### src/rtl/rps_pkg.sv
`timescale 1ns/1ps
package rps_pkg;
  typedef enum logic [1:0] {
    PS_STANDBY = 2'd0,
    PS_SETTLE  = 2'd1,
    PS_OPER    = 2'd2,
    PS_IDLE    = 2'd3
  } pwr_state_e;

  localparam int unsigned FLAG_W   = 16;
  localparam int unsigned COLD_BIT = 15;
  localparam int unsigned ILL_BIT  = 1;
  localparam int unsigned PF_BIT   = 0;
endpackage

### src/rtl/rps_rst_sync.sv
`timescale 1ns/1ps
// Async assert, synchronous release.
module rps_rst_sync #(
  parameter int unsigned STAGES = 2
) (
  input  logic clk_i,
  input  logic arst_ni,
  output logic rst_no
);
  logic [STAGES-1:0] q;

  always_ff @(posedge clk_i or negedge arst_ni) begin
    if (!arst_ni) q <= '0;
    else          q <= {q[STAGES-2:0], 1'b1};
  end

  assign rst_no = q[STAGES-1];
endmodule

### src/rtl/rps_sync.sv
`timescale 1ns/1ps
module rps_sync #(
  parameter int unsigned STAGES  = 2,
  parameter logic        RST_VAL = 1'b0
) (
  input  logic clk_i,
  input  logic rst_ni,
  input  logic d_i,
  output logic q_o
);
  logic [STAGES-1:0] q;

  always_ff @(posedge clk_i or negedge rst_ni) begin
    if (!rst_ni) q <= {STAGES{RST_VAL}};
    else         q <= {q[STAGES-2:0], d_i};
  end

  assign q_o = q[STAGES-1];
endmodule

### src/rtl/rps_wake_filter.sv
`timescale 1ns/1ps
// Blanking after power-on, consecutive-high deglitch, one-shot acceptance.
module rps_wake_filter #(
  parameter int unsigned BLANK_CYC   = 64,
  parameter int unsigned DG_CYC      = 16,
  parameter int unsigned SYNC_STAGES = 2
) (
  input  logic clk_i,
  input  logic rst_ni,
  input  logic wake_i,
  input  logic listen_i,
  output logic acc_o,
  output logic used_o
);
  localparam int unsigned BW = $clog2(BLANK_CYC + 1);
  localparam int unsigned DW = $clog2(DG_CYC + 1);
  localparam logic [BW-1:0] BLANK_END = BW'(BLANK_CYC);
  localparam logic [DW-1:0] DG_LAST   = DW'(DG_CYC - 1);

  logic          wake_s;
  logic [BW-1:0] blank_cnt;
  logic [DW-1:0] dg_cnt;
  logic          blank_done;
  logic          arm;
  logic          used_q;

  rps_sync #(.STAGES(SYNC_STAGES), .RST_VAL(1'b0)) u_wake_sync (
    .clk_i (clk_i),
    .rst_ni(rst_ni),
    .d_i   (wake_i),
    .q_o   (wake_s)
  );

  assign blank_done = (blank_cnt == BLANK_END);
  assign arm        = blank_done & ~used_q & listen_i;
  assign acc_o      = arm & wake_s & (dg_cnt == DG_LAST);
  assign used_o     = used_q;

  always_ff @(posedge clk_i or negedge rst_ni) begin
    if (!rst_ni) begin
      blank_cnt <= '0;
    end else if (!blank_done) begin
      blank_cnt <= blank_cnt + BW'(1);
    end
  end

  always_ff @(posedge clk_i or negedge rst_ni) begin
    if (!rst_ni) begin
      dg_cnt <= '0;
    end else if (!arm || !wake_s) begin
      dg_cnt <= '0;
    end else if (dg_cnt != DG_LAST) begin
      dg_cnt <= dg_cnt + DW'(1);
    end
  end

  always_ff @(posedge clk_i or negedge rst_ni) begin
    if (!rst_ni)    used_q <= 1'b0;
    else if (acc_o) used_q <= 1'b1;
  end
endmodule

### src/rtl/rps_pwr_fsm.sv
`timescale 1ns/1ps
module rps_pwr_fsm import rps_pkg::*; #(
  parameter int unsigned SETTLE_CYC = 40
) (
  input  logic       clk_i,
  input  logic       rst_ni,
  input  logic       acc_i,
  input  logic       idle_req_i,
  output pwr_state_e state_o,
  output logic       pll_en_o,
  output logic       cpu_en_o,
  output logic       run_o
);
  localparam int unsigned SW = $clog2(SETTLE_CYC + 1);
  localparam logic [SW-1:0] SETTLE_LAST = SW'(SETTLE_CYC - 1);

  pwr_state_e st_q, st_d;
  logic [SW-1:0] cnt_q;

  always_comb begin
    st_d = st_q;
    unique case (st_q)
      PS_STANDBY: if (acc_i)                st_d = PS_SETTLE;
      PS_SETTLE:  if (cnt_q == SETTLE_LAST) st_d = PS_OPER;
      PS_OPER:    if (idle_req_i)           st_d = PS_IDLE;
      PS_IDLE:    if (!idle_req_i)          st_d = PS_OPER;
      default:                              st_d = PS_STANDBY;
    endcase
  end

  always_ff @(posedge clk_i or negedge rst_ni) begin
    if (!rst_ni) begin
      st_q  <= PS_STANDBY;
      cnt_q <= '0;
    end else begin
      st_q  <= st_d;
      cnt_q <= (st_q == PS_SETTLE) ? cnt_q + SW'(1) : '0;
    end
  end

  assign state_o  = st_q;
  assign pll_en_o = (st_q != PS_STANDBY);
  assign cpu_en_o = (st_q == PS_OPER);
  assign run_o    = (st_q == PS_OPER) || (st_q == PS_IDLE);
endmodule

### src/rtl/rst_pwr_seq.sv
`timescale 1ns/1ps
module rst_pwr_seq import rps_pkg::*; #(
  parameter int unsigned BLANK_CYC   = 64,
  parameter int unsigned DG_CYC      = 16,
  parameter int unsigned SETTLE_CYC  = 40,
  parameter int unsigned SYNC_STAGES = 2,
  parameter int unsigned KEEP_W      = 32
) (
  input  logic              clk_i,
  input  logic              rst_ni,
  input  logic              pwrfail_ni,
  input  logic              user_rst_ni,
  input  logic              wake_i,
  input  logic              idle_req_i,
  input  logic              stat_clr_i,
  input  logic              keep_we_i,
  input  logic [KEEP_W-1:0] keep_d_i,
  output logic              sys_rst_no,
  output logic              run_o,
  output logic              pll_en_o,
  output logic              cpu_clk_en_o,
  output logic [1:0]        pwr_state_o,
  output logic [FLAG_W-1:0] sys_flag_o,
  output logic [KEEP_W-1:0] keep_q_o
);
  logic       por_n;
  logic       sys_raw_n;
  logic       sys_n;
  logic       usr_s;
  logic       pf_s;
  logic       acc;
  logic       used;
  logic       listen;
  logic       win_q;
  logic       err_set;
  logic       cold_q, ill_q, pf_q;
  pwr_state_e state;
  logic [KEEP_W-1:0] keep_q;

  // Reset layering: power-on domain and system domain.
  assign sys_raw_n = rst_ni & pwrfail_ni & user_rst_ni;

  rps_rst_sync #(.STAGES(SYNC_STAGES)) u_por_sync (
    .clk_i  (clk_i),
    .arst_ni(rst_ni),
    .rst_no (por_n)
  );

  rps_rst_sync #(.STAGES(SYNC_STAGES)) u_sys_sync (
    .clk_i  (clk_i),
    .arst_ni(sys_raw_n),
    .rst_no (sys_n)
  );

  rps_sync #(.STAGES(SYNC_STAGES), .RST_VAL(1'b1)) u_usr_sync (
    .clk_i (clk_i),
    .rst_ni(por_n),
    .d_i   (user_rst_ni),
    .q_o   (usr_s)
  );

  rps_sync #(.STAGES(SYNC_STAGES), .RST_VAL(1'b1)) u_pf_sync (
    .clk_i (clk_i),
    .rst_ni(por_n),
    .d_i   (pwrfail_ni),
    .q_o   (pf_s)
  );

  assign listen = sys_n & (state == PS_STANDBY);

  rps_wake_filter #(
    .BLANK_CYC  (BLANK_CYC),
    .DG_CYC     (DG_CYC),
    .SYNC_STAGES(SYNC_STAGES)
  ) u_wake (
    .clk_i   (clk_i),
    .rst_ni  (por_n),
    .wake_i  (wake_i),
    .listen_i(listen),
    .acc_o   (acc),
    .used_o  (used)
  );

  rps_pwr_fsm #(.SETTLE_CYC(SETTLE_CYC)) u_fsm (
    .clk_i     (clk_i),
    .rst_ni    (sys_n),
    .acc_i     (acc),
    .idle_req_i(idle_req_i),
    .state_o   (state),
    .pll_en_o  (pll_en_o),
    .cpu_en_o  (cpu_clk_en_o),
    .run_o     (run_o)
  );

  // Wake window: accepted but Operating not yet reached.
  assign err_set = win_q & ~usr_s;

  always_ff @(posedge clk_i or negedge por_n) begin
    if (!por_n)                              win_q <= 1'b0;
    else if (acc)                            win_q <= 1'b1;
    else if (state == PS_OPER || err_set)    win_q <= 1'b0;
  end

  always_ff @(posedge clk_i or negedge por_n) begin
    if (!por_n) begin
      cold_q <= 1'b1;
      ill_q  <= 1'b0;
      pf_q   <= 1'b0;
    end else begin
      if (stat_clr_i) begin
        cold_q <= 1'b0;
        ill_q  <= 1'b0;
        pf_q   <= 1'b0;
      end
      if (!pf_s)   pf_q  <= 1'b1;
      if (err_set) ill_q <= 1'b1;
    end
  end

  always_comb begin
    sys_flag_o           = '0;
    sys_flag_o[COLD_BIT] = cold_q;
    sys_flag_o[ILL_BIT]  = ill_q;
    sys_flag_o[PF_BIT]   = pf_q;
  end

  // Retention storage, power-on domain only.
  always_ff @(posedge clk_i or negedge por_n) begin
    if (!por_n)         keep_q <= '0;
    else if (keep_we_i) keep_q <= keep_d_i;
  end

  assign keep_q_o    = keep_q;
  assign sys_rst_no  = sys_n;
  assign pwr_state_o = state;
endmodule

### config.mk
export PLATFORM = sky130hd
export DESIGN_NAME = rst_pwr_seq
export DESIGN_NICKNAME = d
export VERILOG_FILES = /design/src/rtl/rps_pkg.sv /design/src/rtl/rps_rst_sync.sv /design/src/rtl/rps_sync.sv /design/src/rtl/rps_wake_filter.sv /design/src/rtl/rps_pwr_fsm.sv /design/src/rtl/rst_pwr_seq.sv
export SDC_FILE = /design/constraint.sdc
export NUM_CORES = 1
export LEC_CHECK = 0
export CAP_MARGIN = 10
export CORE_MARGIN = 2
export CORE_UTILIZATION = 40
export DETAILED_ROUTE_END_ITERATION = 16
export PLACE_DENSITY = 0.81
export SYNTH_ARGS = -nofsm -noshare
export SYNTH_HDL_FRONTEND = slang
export SYNTH_SLANG_ARGS = --single-unit
### constraint.sdc
create_clock -name clk_i -period 1.77 [get_ports clk_i]
set_input_delay 0.354 -clock clk_i [delete_from_list [all_inputs] [get_ports clk_i]]
set_output_delay 0.354 -clock clk_i [all_outputs]
set_load 0.01 [all_outputs]
==> results.toml, run 1 <==
[run]
maxCapViolations = 0

[timing]
setup_tns_ns = 0
fin_skew_ns = 0.00539
period_needed_ns = 1.73
finalMaxSlewViolations = 0
maxSlewHeadroom = 0.656
max_freq_mhz = 579
finalSetupViolations = 0
tightest_slew_ns = 0.516
rsz0062_at_grt = "false"
fin_crit_sh = 0.976
hold_viol = 0
worst_hold_slack_ns = 0.172

[clocking]
clk_pin_slew_ns = 0.07
clock_tree.buffer_depth = 2
cts_root_buf = "clkbuf_8"
clk_latency_ns = 0.33
postCtsHoldBufs = 0
htreeDepth = 3
numCtsBuffers = 9
cts_sinks = 67
cts_tree = "built"

[power_and_ir_drop]
power.switching_uw = 783
comb_power_share = 0.128
p_clk_frac = 0.375
internal_power_mw = 2.59
switching_share = 0.232
leakage_nw = 1.65
power.density_nw_per_um2 = 887
p_seq_frac = 0.496
irDropWorstVdd_v = 0.000543
power_mw = 3.37

[floorplanning]
io_pins = 94
initial_core_util = 0.406
die_height_um = 86.3
dieWidth_um = 86.3
core-area_um2 = 6680
die_area_um2 = 7450
core.rowCount = 30

[finish]
final_area_um2 = 3800
layout-drive-gt1-share = 0.223
diodes = 0
mostFrequentLayoutCells = "clkdlybuf4s50_1 (75), dfrtp_1 (61), mux2_2 (31), conb_1 (15), nor2_1 (11)"
utilization = 0.568
nets = 332
final_common_cell = "clkdlybuf4s50_1"
syn2layout_area_growth_pct = 40.1

[worst_setup_path]
slowest_delay_ns = 0.52
crit_path_top_delay_cell = "clkdlybuf4s50_1"
crit_path_cell_trace = "buf_4, clkdlybuf4s50_1"
endpoint_kind = "output port"
reg2reg_to = "u_fsm.state_o[0]$_DFFE_PN0P_"
worstPathRequired_ns = 1.42
ff2ff_path_depth = 6
cp_top_family = "buffers and inverters"
worstReg2RegStart = "u_wake.dg_cnt[0]$_DFFE_PN0N_"
reg2reg_slack_ns = 0.10
crit_fanout = 4
worstPathArrival_ns = 1.37
cp-start-kind = "flop"
crit_type = "reg -> out"
critPathBufInv = 2

[placed_design]
hpwl_mm = 3.66
io_buffer_count = 80
place_area_um2 = 3560
place.gp.congestion = 0.750

[drt]
routedWlPerCell_um = 13.6
routed_wl_mm = 5.07
vias_per_cell = 4.67
firstDrtPassIters = 4
drt-initial-drc-count = 35
via_count = 1737
drc = 0
ant_nets = 0

[yosys]
synth_edf_count = 0
syn_area_per_cell_um2 = 13.7
synthSimpleGateAreaFrac = 0.0872
synth_flop_cell = "dfrtp_1"
yosysSeqAreaShare = 0.621
synth_xor_area_frac = 0.0388
ys_async_sr_fraction = 1.00
synthMuxAreaShare = 0.142
synth_compound_area_frac = 0.0217
synth_cells = 198
netlist_area_um2 = 2710
ys_ff_latch = 67
yosys_warnings = 0
synthAdderAreaFrac = 0.0231
synth_top_family_by_area = "multiplexers"
ys_types = 37

[min_path]
hold_class = "reg -> async"

[global_routing]
grt_pass1_wl_mm = 8.39
antenna_found_initial = 0
grt_max_degree = 33
grt-ovfl-total = 0
grt_pass1_vias = 1809
grt_use_total = 0.148

[outcome]
outcome = "finished, final reports clean"
[sequential cells by signal, indices dropped and copies added, names as in the netlist]
register / count
u_fsm.state_o: 2
u_wake.dg_cnt: 5
ill_q: 1
u_fsm.cnt_q: 6
cold_q: 1
u_usr_sync.q: 2
u_wake.used_o: 1
u_wake.blank_cnt: 7
u_por_sync.q: 2
keep_q_o: 32
pf_q: 1
u_wake.u_wake_sync.q: 2
win_q: 1
u_pf_sync.q: 2
u_sys_sync.q: 2
[cell usage after synthesis (3+ instances only)]
library cell   n  area [µm²]
buf_2          3        15.0
mux2_2        31         349
buf_4         16         120
clkbuf_1       3        11.3
and3_1         4        25.0
nor2_1        11        41.3
xor2_1         5        43.8
xnor2_1        7        61.3
nand3_1        5        25.0
inv_1          7        26.3
dfstp_2        5         131
dfrtp_1       62        1550
a21oi_1        3        15.0
o21ai_0        4        20.0
ha_1           5        62.6
[worst max path at each step]
| stage | start | end | depth (start not counted) |
|---|---|---|---|
| floorplan | u_por_sync.q[1]$_DFF_PN0_ | ill_q$_DFFE_PN0P_ | 0 |
| global placement | u_wake.dg_cnt[0]$_DFFE_PN0N_ | win_q$_DFFE_PN0P_ | 6 |
| detailed placement | u_wake.dg_cnt[0]$_DFFE_PN0N_ | win_q$_DFFE_PN0P_ | 6 |
| CTS | u_fsm.state_o[1]$_DFFE_PN0P_ | pwr_state_o[1] | 2 |
| global route | u_fsm.state_o[1]$_DFFE_PN0P_ | run_o | 2 |
| finish | u_fsm.state_o[1]$_DFFE_PN0P_ | run_o | 2 |
[routing by layer]
| layer | GRT usage | routed length [µm] | up-vias |
|---|---|---|---|
| met5 | 0 | 0 | - |
| met4 | 0.0597 | 63 | 0 |
| met3 | 0.0705 | 336 | 7 |
| met2 | 0.229 | 2570 | 49 |
| met1 | 0.177 | 2110 | 865 |
| li1 | - | - | 816 |
[power by group through the flow]
stage	Combinational, mW	Clock, mW	Sequential, mW
after floorplan	0.129	0	1.75
after global placement	0.428	0	1.70
after detailed placement	0.436	0	1.70
after CTS	0.440	1.31	1.67
after global routing	0.465	1.38	1.69
final	0.432	1.26	1.67
[worst register-to-register path: cells and delay by family (launching register included)]
family	cells	cell delay, ns
AOI/OAI and AO/OA	1	0.11
adders and majority gates	2	0.48
DFF	1	0.41
and+or+nand+nor	3	0.55
[final cells by class]
class / count / area [µm²]
multi-input cells: 115 / 905
clock inverters: 6 / 65.1
flip-flops and latches: 67 / 1680
repair buffers: 87 / 880
clock buffers: 10 / 138
inverters: 7 / 26.3
fillers: 549 / 2880
well taps: 80 / 100
[metrics by stage]
stage / worst slack, ns / instances
floorplan: 0.0743 / 211
global placement: 0.180 / 352
detailed placement: 0.101 / 352
CTS: 0.0231 / 371
global route: 0.000190 / 372
finish: 0.0426 / 372
[timing repair]
action | in CTS | in global routing
gates resized for setup | 3 | 2
pin swaps | 0 | 0
setup endpoints to repair | 3 | 3
buffers inserted | 3 | 1
[cell families (layout without fill, tap and decap cells)]
logic type	count (synthesis)	in the layout
AO/OA/AOI/OAI	10	10
XOR/XNOR	12	12
adder cells (fa/ha/maj)	5	5
buffers and inverters	29	110
flip-flops	67	67
multiplexers	34	34
other	2	15
AND/OR/NAND/NOR	39	39
No activity file was read; power rests on OpenSTA's default activity.
==> run 2: changes to the inputs <==
--- a/config.mk
+++ b/config.mk
@@ -12,2 +12,3 @@
 export PLACE_DENSITY = 0.81
+export RECOVER_POWER = 25
 export SYNTH_ARGS = -nofsm -noshare
==> constraint.sdc (replaced) <==
create_clock -name clk_i -period 1.77 [get_ports clk_i]
set_input_delay 0.4425 -clock clk_i [delete_from_list [all_inputs] [get_ports clk_i]]
set_output_delay 0.4425 -clock clk_i [all_outputs]
set_load 0.01 [all_outputs]
==> results.toml, run 2 (synthesis results as in run 1) <==
[global_routing]
grt_pass1_vias = 1868
grt_max_degree = 34
grt-ovfl-total = 0
antenna_found_initial = 0
grt_use_total = 0.149
grt_pass1_wl_mm = 8.63

[timing]
finalSetupViolations = 0
maxSlewHeadroom = 0.369
fin_crit_sh = 0.967
tightest_slew_ns = 0.947
setup_tns_ns = 0
rsz0062_at_grt = "false"
finalMaxSlewViolations = 0
hold_viol = 0
max_freq_mhz = 584
fin_skew_ns = 0.00427
period_needed_ns = 1.71

[worst_setup_path]
worstPathArrival_ns = 1.27
crit_path_top_delay_cell = "clkdlybuf4s50_1"
cp_top_family = "buffers and inverters"
crit_path_cell_trace = "clkdlybuf4s50_1"
cp-start-kind = "flop"
worstPathRequired_ns = 1.33
endpoint_kind = "output port"
slowest_delay_ns = 0.55
crit_fanout = 3
critPathBufInv = 1
crit_type = "reg -> out"

[drt]
top_layer = "met4"
met1_length_mm = 2.20
via_count = 1734
route.met3.wl_um = 314
routed_wl_mm = 5.27
vias_per_cell = 4.65
drt-initial-drc-count = 67
drc = 0
routedWlPerCell_um = 14.1
wl_met2_mm = 2.66
firstDrtPassIters = 4
ant_nets = 0

[outcome]
outcome = "finished, final reports clean"

[power_and_ir_drop]
switching_share = 0.224
leakage_nw = 1.66
power.switching_uw = 787
power.density_nw_per_um2 = 920
p_clk_frac = 0.401
irDropWorstVdd_v = 0.000528
comb_power_share = 0.124
p_seq_frac = 0.476
internal_power_mw = 2.73

[clocking]
postCtsHoldBufs = 0
clk_latency_ns = 0.33
clock_tree.buffer_depth = 2
cts_sinks = 67
clk_pin_slew_ns = 0.07
htreeDepth = 3
numCtsBuffers = 9
cts_tree = "built"
cts_root_buf = "clkbuf_8"

[finish]
regArea_um2 = 1680
num-fill-cells = 567
syn2layout_area_growth_pct = 41.0
layout-drive-gt1-share = 0.232
largest_register_ffs = 32
final_cells = 373
final_area_um2 = 3820
mostFrequentLayoutCells = "clkdlybuf4s50_1 (71), dfrtp_1 (62), mux2_2 (31), conb_1 (15), nor2_1 (11)"
nets = 333
final_common_cell = "clkdlybuf4s50_1"
diodes = 0
multi_input_comb_area_um2 = 910

[placed_design]
hpwl_mm = 3.79
io_buffer_count = 80
placed_cells = 354
place_area_um2 = 3580
place.gp.congestion = 0.747

[floorplanning]
dieWidth_um = 86.3
io_pins = 94
initial_core_util = 0.406
die_area_um2 = 7450
core.rowCount = 30
core-area_um2 = 6680
die_height_um = 86.3

[min_path]
hold_class = "reg -> async"

[run]
maxCapViolations = 0
## run 2: cell types whose count changed in the layout (fill, tap and decap cells not counted), moves of 2 or more
cell and change:
dlygate4sd3_1 +4, clkinvlp_4 -2, clkdlybuf4s50_1 -4, dlymetal6s2s_1 -2
## run 2: through the flow
stage	power [mW]	hold WS [ns]	worst slack [ns]	util
floorplan	1.88	0.142	0.0743	-
global placement	2.13	0.180	0.122	0.536
detailed placement	2.14	0.188	0.0977	0.536
CTS	3.57	0.197	0.00654	0.572
global route	3.67	0.219	0.00555	0.572
finish	3.52	0.180	0.0589	0.572
## run 2: power groups by stage
stage / clock [mW] / combinational [mW] / sequential [mW]
finish: 1.41 / 0.435 / 1.67
detailed placement: 0 / 0.439 / 1.70
floorplan: 0 / 0.129 / 1.75
global placement: 0 / 0.431 / 1.70
global route: 1.52 / 0.465 / 1.69
CTS: 1.45 / 0.441 / 1.68
## run 2: routing by layer
metal  up-vias  global-route usage
li1        817                   -
met4         0              0.0838
met3         9              0.0467
met2        51               0.229
met1       857               0.187
met5         -                   0
## run 2: final timing paths
check / start / to / slack (ns) / cells after the start
max: u_fsm.state_o[0]$_DFFE_PN0P_ / pwr_state_o[0] / 0.06 / 1
min: u_sys_sync.q[1]$_DFF_PN0_ / u_fsm.state_o[1]$_DFFE_PN0P_ / 0.18 / 1
max reg2reg: u_wake.dg_cnt[0]$_DFFE_PN0N_ / win_q$_DFFE_PN0P_ / 0.19 / 6
min reg2reg: u_sys_sync.q[1]$_DFF_PN0_ / u_fsm.state_o[1]$_DFFE_PN0P_ / 0.18 / 1
max in group asynchronous: u_por_sync.q[1]$_DFF_PN0_ / cold_q$_DFFE_PN1P_ / 0.62 / 1
min in group clk_i: u_wake.u_wake_sync.q[0]$_DFF_PN0_ / u_wake.u_wake_sync.q[1]$_DFF_PN0_ / 0.35 / 0
## run 2: repair_timing
| item | in CTS | in global routing |
|---|---|---|
| gates resized for setup | 10 | 3 |
| pin swaps | 0 | 0 |
| buffers inserted | 2 | 1 |
| setup endpoints to repair | 5 | 4 |
| gates cloned | 0 | 0 |
## run 2: layout make-up
class                   instances  share of cell area
inverters                       7             0.00687
flip-flops and latches         67               0.440
repair buffers                 88               0.230
clock buffers                  10              0.0360
clock inverters                 6              0.0232
multi-input cells             115               0.238
well taps                      80              0.0262
